File: config.mk
export PLATFORM = sky130hd
export DESIGN_NAME = pwm_chop_timer
export DESIGN_NICKNAME = d
export VERILOG_FILES = /design/src/rtl/pwm_chop_pkg.sv /design/src/rtl/chop_phase_det.sv /design/src/rtl/chop_span_calc.sv /design/src/rtl/chop_seq.sv /design/src/rtl/chop_decay_sel.sv /design/src/rtl/pwm_chop_timer.sv
export SDC_FILE = /design/constraint.sdc
export NUM_CORES = 1
export LEC_CHECK = 0
export BUFFER_PORTS_ARGS = -buffer_cell sky130_fd_sc_hd__buf_2
export CAP_MARGIN = 20
export CELL_PAD_IN_SITES_DETAIL_PLACEMENT = 1
export CELL_PAD_IN_SITES_GLOBAL_PLACEMENT = 1
export CORE_ASPECT_RATIO = 0.8
export CORE_MARGIN = 2
export CORE_UTILIZATION = 37
export DETAILED_ROUTE_END_ITERATION = 8
export GPL_ROUTABILITY_DRIVEN = 0
export HOLD_SLACK_MARGIN = 0.05
export PLACE_DENSITY = 0.82
export SETUP_SLACK_MARGIN = 0.1
export SLEW_MARGIN = 20
export SYNTH_ARGS = -nofsm -noshare
export SYNTH_HDL_FRONTEND = slang
export SYNTH_SLANG_ARGS = --single-unit
File: constraint.sdc
create_clock -name clk -period 3.51 [get_ports clk]
set_input_delay 1.053 -clock clk [delete_from_list [all_inputs] [get_ports clk]]
set_output_delay 1.053 -clock clk [all_outputs]
set_load 0.005 [all_outputs]
File: src/rtl/pwm_chop_pkg.sv
// Shared types and helpers for the PWM chopping timer.
// Assumes: interval lengths fit the counter width chosen by the top module.
package pwm_chop_pkg;

    // Sequencer states of one bridge
    typedef enum logic [1:0] {
        ST_REST  = 2'd0,
        ST_BLANK = 2'd1,
        ST_DRIVE = 2'd2,
        ST_OFF   = 2'd3
    } chop_st_t;

    // Length of a code-scaled interval: (code << shift) + base
    function automatic int unsigned scaled_span(input int unsigned code,
                                                input int unsigned shift,
                                                input int unsigned base);
        return (code << shift) + base;
    endfunction

endpackage

File: src/rtl/chop_phase_det.sv
// Detects a change of the direction bit between consecutive clock edges.
// Assumes: phase is synchronous to clk. The stored value resets to 0.
module chop_phase_det (
    input  logic clk,
    input  logic rst_n,
    input  logic phase,
    output logic flip
);
    logic phase_q;

    // Remember the direction bit sampled at the last edge
    always_ff @(posedge clk) begin
        if (!rst_n) phase_q <= 1'b0;
        else        phase_q <= phase;
    end

    // A difference from the stored value is a direction change
    always_comb flip = phase ^ phase_q;
endmodule

File: src/rtl/chop_span_calc.sv
// Turns the three length codes into interval lengths in clock cycles.
// Assumes: CNT_W holds the largest off, fast and blank length.
module chop_span_calc #(
    parameter int OFF_W      = 5,
    parameter int FAST_W     = 4,
    parameter int BLANK_W    = 2,
    parameter int STEP_LOG2  = 3,
    parameter int SPAN_BASE  = 7,
    parameter int BLANK_UNIT = 4,
    parameter int CNT_W      = 8
) (
    input  logic [OFF_W-1:0]   off_code,
    input  logic [FAST_W-1:0]  fast_code,
    input  logic [BLANK_W-1:0] blank_code,
    output logic [CNT_W-1:0]   off_len,
    output logic [CNT_W-1:0]   fast_len,
    output logic [CNT_W-1:0]   blank_len
);
    // Step-scaled lengths with a fixed base, and a linear blank length
    always_comb begin
        off_len   = (CNT_W'(off_code)  << STEP_LOG2) + CNT_W'(SPAN_BASE);
        fast_len  = (CNT_W'(fast_code) << STEP_LOG2) + CNT_W'(SPAN_BASE);
        blank_len = (CNT_W'(blank_code) + CNT_W'(1)) * CNT_W'(BLANK_UNIT);
    end
endmodule

File: src/rtl/chop_seq.sv
// State and interval counter of the chop cycle: rest, blank, drive, off.
// Assumes: blank_len and off_len are at least 1. Disable beats restart,
// and restart beats the normal sequence.
module chop_seq
    import pwm_chop_pkg::*;
#(
    parameter int CNT_W = 8
) (
    input  logic             clk,
    input  logic             rst_n,
    input  logic             enable,
    input  logic             restart,
    input  logic             trip,
    input  logic [CNT_W-1:0] blank_len,
    input  logic [CNT_W-1:0] off_len,
    output chop_st_t         st,
    output logic [CNT_W-1:0] cnt
);
    chop_st_t         nxt_st;
    logic [CNT_W-1:0] nxt_cnt;

    // Next state and counter from the current state and inputs
    always_comb begin
        nxt_st  = st;
        nxt_cnt = cnt + CNT_W'(1);
        if (!enable) begin
            nxt_st  = ST_REST;
            nxt_cnt = '0;
        end else if (st == ST_REST || restart) begin
            nxt_st  = ST_BLANK;
            nxt_cnt = '0;
        end else begin
            unique case (st)
                ST_BLANK: begin
                    if (cnt == blank_len - CNT_W'(1)) begin
                        nxt_st  = ST_DRIVE;
                        nxt_cnt = '0;
                    end
                end
                ST_DRIVE: begin
                    nxt_cnt = '0;
                    if (trip) nxt_st = ST_OFF;
                end
                ST_OFF: begin
                    if (cnt == off_len - CNT_W'(1)) begin
                        nxt_st  = ST_BLANK;
                        nxt_cnt = '0;
                    end
                end
                default: begin
                    nxt_st  = ST_REST;
                    nxt_cnt = '0;
                end
            endcase
        end
    end

    // State and counter registers
    always_ff @(posedge clk) begin
        if (!rst_n) begin
            st  <= ST_REST;
            cnt <= '0;
        end else begin
            st  <= nxt_st;
            cnt <= nxt_cnt;
        end
    end
endmodule

File: src/rtl/chop_decay_sel.sv
// Decodes sequencer state into the gate-logic indications.
// Assumes: cnt counts from 0 at the first off-time cycle.
module chop_decay_sel
    import pwm_chop_pkg::*;
#(
    parameter int CNT_W = 8
) (
    input  chop_st_t         st,
    input  logic [CNT_W-1:0] cnt,
    input  logic [CNT_W-1:0] fast_len,
    output logic             drive_on,
    output logic             fast_decay,
    output logic             slow_decay,
    output logic             in_blank
);
    // Fast decay for the leading part of the off-time, slow for the rest
    always_comb begin
        in_blank   = (st == ST_BLANK);
        drive_on   = (st == ST_BLANK) || (st == ST_DRIVE);
        fast_decay = (st == ST_OFF) && (cnt <  fast_len);
        slow_decay = (st == ST_OFF) && (cnt >= fast_len);
    end
endmodule

File: src/rtl/pwm_chop_timer.sv
// Fixed off-time mixed-decay chopping timer for one bridge.
// Assumes: all inputs are synchronous to the oscillator clock, and the
// length codes hold steady while an interval runs.
module pwm_chop_timer
    import pwm_chop_pkg::*;
#(
    parameter int OFF_W      = 5,
    parameter int FAST_W     = 4,
    parameter int BLANK_W    = 2,
    parameter int DAC_W      = 6,
    parameter int STEP_LOG2  = 3,
    parameter int SPAN_BASE  = 7,
    parameter int BLANK_UNIT = 4
) (
    input  logic               clk,
    input  logic               rst_n,
    input  logic               run_en,
    input  logic [DAC_W-1:0]   dac_code,
    input  logic               phase,
    input  logic [BLANK_W-1:0] blank_code,
    input  logic [OFF_W-1:0]   off_code,
    input  logic [FAST_W-1:0]  fast_code,
    input  logic               trip,
    output logic               drive_on,
    output logic               fast_decay,
    output logic               slow_decay
);
    localparam int OFF_MAX   = scaled_span((2**OFF_W) - 1, STEP_LOG2, SPAN_BASE);
    localparam int FAST_MAX  = scaled_span((2**FAST_W) - 1, STEP_LOG2, SPAN_BASE);
    localparam int BLANK_MAX = (2**BLANK_W) * BLANK_UNIT;
    localparam int SPAN_MAX  = (OFF_MAX > FAST_MAX) ?
                               ((OFF_MAX > BLANK_MAX) ? OFF_MAX : BLANK_MAX) :
                               ((FAST_MAX > BLANK_MAX) ? FAST_MAX : BLANK_MAX);
    localparam int CNT_W     = $clog2(SPAN_MAX + 1);

    logic             enable;
    logic             flip;
    logic             in_blank;
    logic [CNT_W-1:0] off_len, fast_len, blank_len, cnt;
    chop_st_t         st;

    // The bridge runs only when allowed and given a nonzero current code
    always_comb enable = run_en && (dac_code != '0);

    chop_phase_det u_phase (
        .clk   (clk),
        .rst_n (rst_n),
        .phase (phase),
        .flip  (flip)
    );

    chop_span_calc #(
        .OFF_W      (OFF_W),
        .FAST_W     (FAST_W),
        .BLANK_W    (BLANK_W),
        .STEP_LOG2  (STEP_LOG2),
        .SPAN_BASE  (SPAN_BASE),
        .BLANK_UNIT (BLANK_UNIT),
        .CNT_W      (CNT_W)
    ) u_span (
        .off_code   (off_code),
        .fast_code  (fast_code),
        .blank_code (blank_code),
        .off_len    (off_len),
        .fast_len   (fast_len),
        .blank_len  (blank_len)
    );

    chop_seq #(.CNT_W(CNT_W)) u_seq (
        .clk       (clk),
        .rst_n     (rst_n),
        .enable    (enable),
        .restart   (flip),
        .trip      (trip),
        .blank_len (blank_len),
        .off_len   (off_len),
        .st        (st),
        .cnt       (cnt)
    );

    chop_decay_sel #(.CNT_W(CNT_W)) u_dec (
        .st         (st),
        .cnt        (cnt),
        .fast_len   (fast_len),
        .drive_on   (drive_on),
        .fast_decay (fast_decay),
        .slow_decay (slow_decay),
        .in_blank   (in_blank)
    );
endmodule

After elaboration in Yosys (flattened, before gate mapping)
Index checks and enable logic that the tools add are counted.

storage, ports and cells
  logic and storage cells = 45
  register bits after elaboration = 11
  input port bits = 22

cells by class
  eq/ne operators = 11
  bitwise gates (word level) = 3
  reduce and logical (&&, ||, !) cells = 11
  $lt $le $gt $ge = 2
  mux-type cells = 8
  $add $sub $neg = 6

operator list
  cell                                                 count
  equality test 8 bit                                  2
  2-to-1 mux 8 bit                                     2
  case mux 8 bit (2 select lines)                      1
  adder 7 x 3 -> 8 bit, second input constant          1
  adder 8 x 1 -> 8 bit, second input constant          1
  adder 8 x 3 -> 8 bit, second input constant          1
  greater-or-equal comparator 8 bit                    1
  < comparator 8 bit                                   1
  subtractor 8 x 1 -> 8 bit, second input constant     1
  2-to-1 mux 2 bit                                     3
  != test 3 bit, second input constant                 2
  case mux 2 bit (3 select lines)                      1
  AND reduction 3 bit                                  2
  nonzero test 6 bit                                   1
  subtractor 5 x 1 -> 6 bit, second input constant     1
  equality test 2 bit, second input constant           2
  != test 2 bit, second input constant                 2
  adder 2 x 1 -> 3 bit, second input constant          1
  logical AND 1 bit                                    3
  != test 3 x 1 -> 1 bit, second input constant        1
  OR reduction 3 bit                                   1
  equality test 2 x 1 -> 1 bit, second input constant  1
  logical NOT 2 bit                                    1
  logical OR 1 bit                                     2
  5 further kinds                                      6

Depth between registers and ports, before layout
  depth in word-level cells = 6
  mapped depth = 7
  depth with buffers taken out = 7

Hierarchy
Synthesis repeated with hierarchy kept, for this count alone.

unflattened totals
  cell total of the unflattened synthesis = 196
  area, all modules = 1514.0 µm²

modules (own cells, without submodules)
  module          instances  area each (µm²)  sequential area each (µm²)  cells each
  chop_seq        1          1026.0           200.2                       131
  chop_decay_sel  1          254.0            0.0                         35
  chop_span_calc  1          181.4            0.0                         25
  chop_phase_det  1          36.3             20.0                        3
  pwm_chop_timer  1          16.3             0.0                         2

Worst setup path before layout
OpenSTA, ideal clock, no wires.

  path kind = input -> output
  start point = in fast_code[0]
  end point = out fast_decay
  cell stages on the path = 7
  path buffers = 0
  data arrival time = 2289 ps
  required time = 2457 ps
  path slack = 168 ps
  path through = inv_1 > ha_1 > a31o_1 > a21o_1 > a21o_1 > a211oi_1 > and2_1

on the way
  longest elaborated chain between the ends = 3

ends and longest elaborated chain
  item                  line                  source
  start: declaration    pwm_chop_timer.sv:22  input logic [FAST_W-1:0] fast_code,
  adder 7 x 3 -> 8 bit  chop_span_calc.sv:22  fast_len = (CNT_W'(fast_code) << STEP_LOG2) + CNT_W'(SPAN_BASE);
  < comparator 8 bit    chop_decay_sel.sv:20  fast_decay = (st == ST_OFF) && (cnt < fast_len);
  logical AND 1 bit     chop_decay_sel.sv:20
  end: declaration      pwm_chop_timer.sv:25  output logic fast_decay,

No other way between the ends.

Worst setup path after layout
Ends and elaborated chain as after synthesis.

==> flow_metrics.env <==
export IMPL_cts_buffer_depth=2
export IMPL_tightest_slew_ps=446.6
export IMPL_core_sq_mm=0.002158
export IMPL_ir_drop_v=0.0001150
export IMPL_dpl_hpwl_mm=1.595
export IMPL_worst_skew_pair_late_latency_ps=280
export IMPL_grt_max_degree=9
export IMPL_drive_gt1_frac=0.2975
export IMPL_synth_area_per_cell_sq_um=8.943
export IMPL_synthesis_area_sq_um=849.6
export IMPL_period_share=0.9757
export IMPL_grt_pass1_wl_mm=3.346
export IMPL_ys_types=29
export IMPL_cts_sinks=11
export IMPL_synth_xor_area_frac=0.1546
export IMPL_clkSlewWorstSetupHoldPaths_ps=80
export IMPL_overflow=0
export IMPL_fin_cells=146
export IMPL_endpoint_kind="primary output"
export IMPL_final_common_cell="buf_2"
export IMPL_hold_viol_final=0
export IMPL_cts_root_buf="clkbuf_4"
export IMPL_wirelength_mm=1.980
export IMPL_critPathMaxFanout=2
export IMPL_syn_nets=130
export IMPL_required_ps=2460
export IMPL_die_w_um=57.58
export IMPL_setup_viol=0
export IMPL_synth_top_family_by_area="simple AND/OR/NAND/NOR gates"
export IMPL_status="completed"
export IMPL_yosysWarnings=0
export IMPL_wl_per_cell_um=13.56
export IMPL_layout_common_cells="23 x buf_2, 12 x ha_1, 11 x dfxtp_1"
export IMPL_synthMuxAreaShare=0.02356
export IMPL_synthAdderAreaFrac=0.1915
export IMPL_max_freq_mhz=292.0
export IMPL_ys_ff_latch=11
export IMPL_route_vias_total=750
export IMPL_power_leakage_nw=0.4960
export IMPL_grt_usage=0.1643
export IMPL_cts_max_level=1
export IMPL_slew_headroom=0.6984
export IMPL_ios=25
export IMPL_post_cts_setup_buffers=0
export IMPL_ff_latch_area_sq_um=220.2
export IMPL_fp_dieH_um=46.86
export IMPL_drtAntennaViolNets=0
export IMPL_area_growth_pct=23.12
export IMPL_cts_buffers=3
export IMPL_drt_pass1_iter_count=2
export IMPL_slew_viol_final=0
export IMPL_synth_compound_area_frac=0.1296
export IMPL_critPathLaunchType="primary input"
export IMPL_grt_pass1_vias=777
export IMPL_arrival_ps=2370
export IMPL_multiInputGateArea_sq_um=604.3
export IMPL_fillers=272
export IMPL_cts_hold_buf=0
export IMPL_critical_path_class="in2out"
export IMPL_cap_violations=0
export IMPL_tritoncts="yes"
export IMPL_place_inst=142
export IMPL_start_util=0.3936
export IMPL_drc=0
export IMPL_yosysSeqAreaShare=0.2592
export IMPL_rsz0062_at_grt="true"
export IMPL_yosys_area_share_simple=0.1915
export IMPL_final_min_clock_period_ps=3425
export IMPL_drtIter0Drc=4
export IMPL_rows=15
export IMPL_layout_nets=157
export IMPL_min_path_type="reg2reg"
export IMPL_die_area_sq_mm=0.002698
export IMPL_tns_ps=0
export IMPL_portBuffers=24
export IMPL_antenna_found_initial=0
export IMPL_vias_per_cell=5.137
export IMPL_p_per_area_mw_per_mm2=249.7
export IMPL_num_antenna_cells=0
export IMPL_syn_instance_count=95
export IMPL_fin_skew_ps=9.174
==> worst max-delay path: stages <==
cell      delay, ps
buf_6            90
inv_4            40
ha_4            180
a31o_1          210
a21o_1          160
a21o_1          160
a211oi_2        210
and2_1          150
buf_2           110
==> power by group <==
group	leakage (nW)	internal, mW	switching, mW	total (mW)
clock network	0.0177	0.0423	0.0489	0.0911
registers	0.0891	0.126	0.00120	0.127
logic	0.389	0.0223	0.0204	0.0427
total	0.496	0.191	0.0704	0.261
==> synthesized netlist by cell type <==
| master | instances | share of area |
|---|---|---|
| nand3_2 | 1 | 0.012 |
| a21o_1 | 3 | 0.027 |
| ha_1 | 13 | 0.19 |
| clkbuf_1 | 1 | 0.0044 |
| nor2_1 | 10 | 0.044 |
| a211oi_1 | 1 | 0.0088 |
| or4b_4 | 1 | 0.016 |
| a21oi_1 | 1 | 0.0059 |
| nor2b_1 | 1 | 0.0074 |
| xnor2_1 | 8 | 0.082 |
| nand3_1 | 5 | 0.029 |
| dfxtp_1 | 11 | 0.26 |
| nand2b_1 | 1 | 0.0074 |
| buf_2 | 1 | 0.0059 |
| and2_1 | 3 | 0.022 |
| a21o_2 | 1 | 0.010 |
| inv_1 | 9 | 0.040 |
| a31o_1 | 1 | 0.010 |
| a21boi_1 | 1 | 0.0088 |
| o21ai_0 | 1 | 0.0059 |
| nand2_1 | 4 | 0.018 |
| mux2i_1 | 2 | 0.024 |
| nor3_1 | 1 | 0.0059 |
| a2111oi_2 | 1 | 0.018 |
| o31ai_4 | 1 | 0.025 |
| o41ai_1 | 1 | 0.010 |
| nor4_1 | 2 | 0.015 |
| and3_1 | 2 | 0.015 |
| xor2_1 | 7 | 0.072 |
==> metrics by stage <==
stage | util | area (sq um) | worst slack, ps | total power [mW] | hold WS, ps
2_1_floorplan | - | 849.6 | 168.1 | 0.1536 | 425.8
3_3_place_gp | 0.4597 | 992.2 | -62.40 | 0.1694 | 436.8
3_5_place_dp | 0.4597 | 992.2 | -147.7 | 0.1717 | 448.5
4_1_cts | 0.4846 | 1046 | 83.58 | 0.2657 | 474.6
5_1_grt | 0.4846 | 1046 | 15.65 | 0.2796 | 520.7
6_report | 0.4846 | 1046 | 85.15 | 0.2612 | 472.2
==> registers in the layout, indices dropped and copies added (netlist names) <==
| register | cells |
|---|---|
| u_phase.phase_q | 1 |
| u_seq.st | 2 |
| u_seq.cnt | 8 |
==> per-layer routing <==
metal | wire length, um | GRT usage
met1 | 892 | 0.2046
met2 | 912 | 0.2773
met3 | 137 | 0.03306
met4 | 38 | 0.08372
met5 | 0 | 0
==> timing repair <==
action | CTS | global route
setup endpoints to repair | 2 | 2
pin swaps | 6 | 0
resized for setup | 5 | 0
endpoints found under the hold margin | 0 | 0
==> logic make-up after synthesis <==
logic type / after synthesis
flip-flops: 11
AND/OR/NAND/NOR: 31
multiplexers: 2
buffers and inverters: 11
AO/OA/AOI/OAI: 12
adder cells (fa/ha/maj): 13
XOR/XNOR: 15
==> layout make-up <==
class,instances,area share
clock buffer,3,0.02153
clock inverter,1,0.004785
inverter,9,0.03469
multi-input combinational,73,0.5778
sequential,11,0.2105
tap,25,0.02990
timing repair buffer,24,0.1208
==> worst paths after layout <==
| kind | slack [ps] | cells after the start | endpoint | startpoint |
|---|---|---|---|---|
| worst max-delay path | 90 | 9 | fast_decay | fast_code[0] |
| worst min-delay path | 470 | 1 | u_seq.cnt[0] | u_seq.cnt[0] |
| worst max register to register | 1610 | 5 | u_seq.cnt[2] | u_seq.cnt[0] |
| worst min register to register | 470 | 1 | u_seq.cnt[0] | u_seq.cnt[0] |
(Power assumes the default switching activity.)
